==> src/rtl/pmu_pkg.sv <==
package pmu_pkg;
  localparam int unsigned DW     = 32;
  localparam int unsigned AW     = 3;
  localparam int unsigned NEV    = 4;
  localparam int unsigned PSW    = 6;
  localparam logic [7:0]  UNIT_ID = 8'h14;

  localparam int unsigned B_EN  = 0;
  localparam int unsigned B_PCL = 1;
  localparam int unsigned B_CCL = 2;
  localparam int unsigned B_DIV = 3;

  localparam logic [AW-1:0] A_CTRL = 3'd0;
  localparam logic [AW-1:0] A_CYC  = 3'd1;
  localparam logic [AW-1:0] A_FLAG = 3'd2;
  localparam logic [AW-1:0] A_EV0  = 3'd4;

  // Read image of the control word: identification, reserved zeros, stored bits
  function automatic logic [DW-1:0] ctl_image(input logic en, input logic div);
    logic [DW-1:0] w;
    w = '0;
    w[DW-1:DW-8] = UNIT_ID;
    w[B_DIV] = div;
    w[B_EN]  = en;
    return w;
  endfunction

  // Cycle-counter advance: every enabled clock, or when the prescaler is full
  function automatic logic cyc_advance(input logic run, input logic div,
                                       input logic [PSW-1:0] ps);
    return run && (!div || (ps == {PSW{1'b1}}));
  endfunction
endpackage

==> src/rtl/pmu_counter.sv <==
module pmu_counter #(
  parameter int unsigned W = 32
) (
  input  logic         clk,
  input  logic         rst_n,
  input  logic         clr,
  input  logic         load,
  input  logic [W-1:0] load_val,
  input  logic         inc,
  output logic [W-1:0] cnt,
  output logic         wrap
);
  // Only a surviving increment from all-ones is a wrap
  assign wrap = inc && !clr && !load && (cnt == {W{1'b1}});

  always_ff @(posedge clk) begin
    if (!rst_n)     cnt <= '0;
    else if (clr)   cnt <= '0;
    else if (load)  cnt <= load_val;
    else if (inc)   cnt <= cnt + 1'b1;
  end
endmodule

==> src/rtl/pmu_prescale.sv <==
module pmu_prescale #(
  parameter int unsigned PW = 6
) (
  input  logic          clk,
  input  logic          rst_n,
  input  logic          clr,
  input  logic          run,
  output logic [PW-1:0] ps
);
  always_ff @(posedge clk) begin
    if (!rst_n)    ps <= '0;
    else if (clr)  ps <= '0;
    else if (run)  ps <= ps + 1'b1;
  end
endmodule

==> src/rtl/pmu_ctrl_reg.sv <==
module pmu_ctrl_reg
  import pmu_pkg::*;
(
  input  logic          clk,
  input  logic          rst_n,
  input  logic          wr,
  input  logic [DW-1:0] wdata,
  output logic          en,
  output logic          div,
  output logic          ev_clr,
  output logic          cy_clr
);
  // Clear commands are pulses that act at the writing edge only
  assign ev_clr = wr && wdata[B_PCL];
  assign cy_clr = wr && wdata[B_CCL];

  always_ff @(posedge clk) begin
    if (!rst_n) begin
      en  <= 1'b0;
      div <= 1'b0;
    end else if (wr) begin
      en  <= wdata[B_EN];
      div <= wdata[B_DIV];
    end
  end
endmodule

==> src/rtl/perf_ctr_unit.sv <==
module perf_ctr_unit
  import pmu_pkg::*;
(
  input  logic          clk,
  input  logic          rst_n,
  input  logic          reg_we,
  input  logic [AW-1:0] reg_addr,
  input  logic [DW-1:0] reg_wdata,
  output logic [DW-1:0] reg_rdata,
  input  logic [NEV-1:0] evt_strobe,
  input  logic [NEV:0]  irq_en,
  output logic [NEV:0]  ovf_flags,
  output logic          irq
);
  localparam int unsigned NFL = NEV + 1;

  logic ctl_wr, ctl_en, ctl_div, ev_clr, cy_clr;
  logic cyc_wr, flag_wr, cyc_step, cyc_wrap;
  logic [PSW-1:0] ps;
  logic [DW-1:0]  cyc_cnt;
  logic [NEV-1:0][DW-1:0] evt_cnt;
  logic [NEV-1:0] evt_wr, evt_wrap;
  logic [NFL-1:0] flag_set, flag_clr;

  assign ctl_wr  = reg_we && (reg_addr == A_CTRL);
  assign cyc_wr  = reg_we && (reg_addr == A_CYC);
  assign flag_wr = reg_we && (reg_addr == A_FLAG);

  pmu_ctrl_reg u_ctrl (
    .clk(clk), .rst_n(rst_n), .wr(ctl_wr), .wdata(reg_wdata),
    .en(ctl_en), .div(ctl_div), .ev_clr(ev_clr), .cy_clr(cy_clr)
  );

  pmu_prescale #(.PW(PSW)) u_ps (
    .clk(clk), .rst_n(rst_n), .clr(cy_clr), .run(ctl_en), .ps(ps)
  );

  assign cyc_step = cyc_advance(ctl_en, ctl_div, ps);

  pmu_counter #(.W(DW)) u_cyc (
    .clk(clk), .rst_n(rst_n), .clr(cy_clr), .load(cyc_wr),
    .load_val(reg_wdata), .inc(cyc_step), .cnt(cyc_cnt), .wrap(cyc_wrap)
  );

  for (genvar i = 0; i < NEV; i++) begin : g_evt
    assign evt_wr[i] = reg_we && (reg_addr == A_EV0 + AW'(i));
    pmu_counter #(.W(DW)) u_evt (
      .clk(clk), .rst_n(rst_n), .clr(ev_clr), .load(evt_wr[i]),
      .load_val(reg_wdata), .inc(ctl_en && evt_strobe[i]),
      .cnt(evt_cnt[i]), .wrap(evt_wrap[i])
    );
  end

  // A new wrap wins over a clear in the same cycle
  assign flag_set = {cyc_wrap, evt_wrap};
  assign flag_clr = flag_wr ? reg_wdata[NFL-1:0] : '0;

  always_ff @(posedge clk) begin
    if (!rst_n) ovf_flags <= '0;
    else        ovf_flags <= (ovf_flags & ~flag_clr) | flag_set;
  end

  assign irq = |(ovf_flags & irq_en);

  always_comb begin
    reg_rdata = '0;
    if (reg_addr == A_CTRL)      reg_rdata = ctl_image(ctl_en, ctl_div);
    else if (reg_addr == A_CYC)  reg_rdata = cyc_cnt;
    else if (reg_addr == A_FLAG) reg_rdata[NFL-1:0] = ovf_flags;
    else if (reg_addr >= A_EV0)  reg_rdata = evt_cnt[reg_addr - A_EV0];
  end
endmodule

==> config.mk <==
export PLATFORM = sky130hd
export DESIGN_NAME = perf_ctr_unit
export DESIGN_NICKNAME = d
export VERILOG_FILES = /design/src/rtl/pmu_pkg.sv /design/src/rtl/pmu_counter.sv /design/src/rtl/pmu_prescale.sv /design/src/rtl/pmu_ctrl_reg.sv /design/src/rtl/perf_ctr_unit.sv
export SDC_FILE = /design/constraint.sdc
export NUM_CORES = 1
export LEC_CHECK = 0
export BUFFER_PORTS_ARGS = -buffer_cell sky130_fd_sc_hd__buf_2
export CORE_MARGIN = 1
export CORE_UTILIZATION = 45
export CTS_BUF_LIST = sky130_fd_sc_hd__clkbuf_2 sky130_fd_sc_hd__clkbuf_4 sky130_fd_sc_hd__clkbuf_8
export DETAILED_ROUTE_END_ITERATION = 10
export RECOVER_POWER = 100
export SLEW_MARGIN = 5
export SYNTH_ARGS = -nofsm -noshare
export SYNTH_HDL_FRONTEND = slang
export SYNTH_SLANG_ARGS = --single-unit
==> constraint.sdc <==
create_clock -name clk -period 2.4 [get_ports clk]
set_input_delay 0.24 -clock clk [delete_from_list [all_inputs] [get_ports clk]]
set_output_delay 0.24 -clock clk [all_outputs]
set_load 0.02 [all_outputs]
==> results.py <==
metrics = {
    "yosys": {
        "synth_top_area_cell": "dfxtp_1",
        "synthCells": 1248,
        "seq_area_frac_synth": 0.330,
        "synth_top_area_share": 0.330,
        "synth_ff_type": "dfxtp_1",
        "async_reset_ff_frac": 0,
        "ys_seq_elements": 173,
        "yosysUniqueCellTypes": 57,
        "synth_most_common_cell": "dfxtp_1",
        "syn_area_sq_um": 10500,
        "syn_nets": 1301,
        "synth_edf_count": 0,
        "yosys_warnings": 0,
        "syn_avg_cell_area_sq_um": 8.40,
        "netlist_top_cells_area": "dfxtp_1, xor2_1, mux4_2, o21ai_0, a21oi_1",
        "synth_common_cells": "dfxtp_1, o21ai_0, a21oi_1, xor2_1, nand2_1",
    },
    "worst_setup_path": {
        "crit_fanout": 11,
        "critPathCapture": "g_evt[3].u_evt.cnt[24]",
        "crit_path_end_kind": "flop",
        "r2r-end": "g_evt[3].u_evt.cnt[24]",
        "critPathLaunch": "u_ctrl.en",
        "crit_chain": "clkbuf_1, nand4_1, nor2_1, clkbuf_2, nand3_1, xor2_1, a21oi_1",
        "start_kind": "flop",
        "reg2reg_setup_slack_ns": 0.13,
        "critPathMaxStageDelay_ns": 0.58,
        "rr_startpoint": "u_ctrl.en",
        "cpMaxStageDelayCell": "dfxtp_1",
        "worstPathArrival_ns": 2.68,
        "critPathKind": "flop to flop",
        "r2r_cells": 7,
        "cp.required_ns": 2.81,
    },
    "final_layout": {
        "multiInputGateArea_sq_um": 6500,
        "seqCellArea_sq_um": 3460,
        "drive_above_1_share": 0.123,
        "finalNetCount": 1359,
        "antenna_cells": 0,
        "fill_cells": 2282,
        "areaGrowthSynthToFinish_pct": 9.71,
    },
    "clock_network": {
        "clock_latency_ns": 0.48,
        "cts.clk_slew.worst_paths_ns": 0.10,
        "cts_root_buf": "clkbuf_8",
        "htree_levels": 4,
        "ctsResizeCount": 0,
        "clk_path_buf_depth": 2,
        "cts_tree": "yes",
        "numCtsBuffers": 17,
        "clock_sinks": 173,
        "cts_hold_buf": 0,
        "postCtsSetupBuffers": 0,
    },
    "global_route": {
        "grt_start_max_net_pins": 95,
        "grt_pass1_vias": 9223,
        "grt_overflow": 0,
        "antenna_found_initial": 2,
        "grt_usage": 0.301,
        "grt_pass1_wl_um": 54200,
    },
    "floorplan": {
        "die_width_um": 155,
        "die_area_sq_um": 23900,
        "rows": 55,
        "initial_core_util": 0.461,
        "design.core.area_sq_um": 22700,
        "die_y_um": 155,
        "num_io_pins": 85,
    },
    "timing": {
        "slew_headroom": 0.303,
        "fin_setup_tns_ns": 0,
        "worstMarginPinSlew_ns": 1.05,
        "post-route-min-period_ns": 2.27,
        "maxSlewViolCount": 0,
        "setup_viol": 0,
        "hold_ws_ns": 0.117,
        "fin_worst_skew_ns": 0.0197,
        "period_share": 0.944,
        "clock.fmax_ghz": 0.441,
        "rsz0062_at_grt": "false",
        "hold_viol_final": 0,
    },
    "detailed_routing": {
        "dr.pass1.iters": 5,
        "detail_route.wl_per_cell_um": 22.0,
        "drt_iter0_drc": 954,
        "avgViaCountPerCell": 6.19,
        "drt.antenna.violating_nets": 0,
        "wl_um": 35300,
        "drc": 0,
        "vias": 9929,
    },
    "placement": {
        "port-buffer-count": 84,
        "gp_congestion": 0.927,
        "dp_hpwl_um": 26200,
    },
    "hold_path": {
        "hold_class": "input pin to flop",
    },
    "power_and_ir_drop": {
        "vdd_drop_max_mv": 0.310,
        "p_leak_nw": 3.74,
        "power.density_nw_per_um2": 508,
    },
    "job": {
        "drv_cap": 0,
    },
    "run_status": {
        "outcome": "finished clean",
    },
}
layout by cell type (no fill, tap or decap), types with 4 or more instances in the layout:
master and instances:
buf_2 46, xnor2_1 49, a211oi_1 39, nor2b_1 6
a22oi_1 4, o31ai_1 6, buf_12 6, clkbuf_8 18
o21ai_0 132, clkbuf_2 4, and4_1 15, nor4_1 19
mux2i_1 9, nand2_1 80, clkinv_4 4, and3_1 21
nor3_1 18, nor2_1 80, a31oi_1 10, ha_1 6
nand3_1 61, clkbuf_1 50, dfxtp_1 173, xor2_1 102
a21oi_1 118, and2_0 5, inv_1 15, and2_1 8
inv_6 4, buf_4 23, a22o_1 23, mux4_2 30
or3_1 12, nand4_1 79
cell type report:
cell class / count / area share
inverter: 15 / 0.00490
multi-input combinational: 970 / 0.566
clock buffer: 19 / 0.0222
sequential: 173 / 0.301
tap: 285 / 0.0310
clock inverter: 13 / 0.0114
timing repair buffer: 129 / 0.0636
flip-flops by register name, indices dropped and copies added, names as in the netlist:
name and cells:
u_ctrl.en 1, u_ctrl.div 1, u_cyc.cnt 32, ovf_flags 5
g_evt.u_evt.cnt 128, u_ps.ps 6
per-layer routing:
layer	part of all wire	track usage
met4	0.023	0.0816
met2	0.43	0.449
met3	0.093	0.0633
met5	0.00028	0
met1	0.46	0.436
worst max-delay path: cells and delay by family (launching register included):
kind / cells / cell delay [ns]
buf+inv: 2 / 0.63
simple gates: 3 / 0.63
flops: 1 / 0.58
xor+xnor: 1 / 0.21
compound gates: 1 / 0.14
power breakdown:
part | switching, mW | leakage, nW | total [mW] | internal (mW)
Sequential | 0.138 | 1.40 | 3.10 | 2.96
Clock | 1.20 | 0.193 | 2.09 | 0.884
Combinational | 0.410 | 2.14 | 0.655 | 0.245
Total | 1.75 | 3.74 | 5.84 | 4.09
cell families (layout without fill, tap and decap cells):
kind of cell             after synthesis  count (layout)  share of synthesized area
buffers and inverters                105             176                     0.0427
multiplexers                          41              41                     0.0752
AO/OA/AOI/OAI                        341             341                      0.187
adder cells (fa/ha/maj)                6               6                    0.00716
flip-flops                           173             173                      0.330
XOR/XNOR                             151             151                      0.126
AND/OR/NAND/NOR                      431             431                      0.231
metrics by stage:
step	cells	setup WS, ns	util	cell area [sq um]	power (mW)
finish	1604	0.134	0.506	11500	5.84
global route	1604	0.0441	0.506	11500	6.07
CTS	1604	0.224	0.514	11700	5.86
detailed placement	1572	0.256	0.497	11300	3.81
global placement	1572	0.294	0.497	11300	3.81
floorplan	1248	0.660	-	10500	3.52
how the worst min path moves through the flow:
stage,startpoint,end,cells after the start
after global routing,reg_wdata[6],g_evt[0].u_evt.cnt[6],3
after floorplan,reg_wdata[17],u_cyc.cnt[17],2
after global placement,g_evt[3].u_evt.cnt[31],ovf_flags[3],2
final,rst_n,ovf_flags[0],2
after CTS,reg_wdata[5],g_evt[0].u_evt.cnt[5],3
after detailed placement,g_evt[3].u_evt.cnt[31],ovf_flags[3],2
Note: power is estimated with default switching activity, not from simulation.
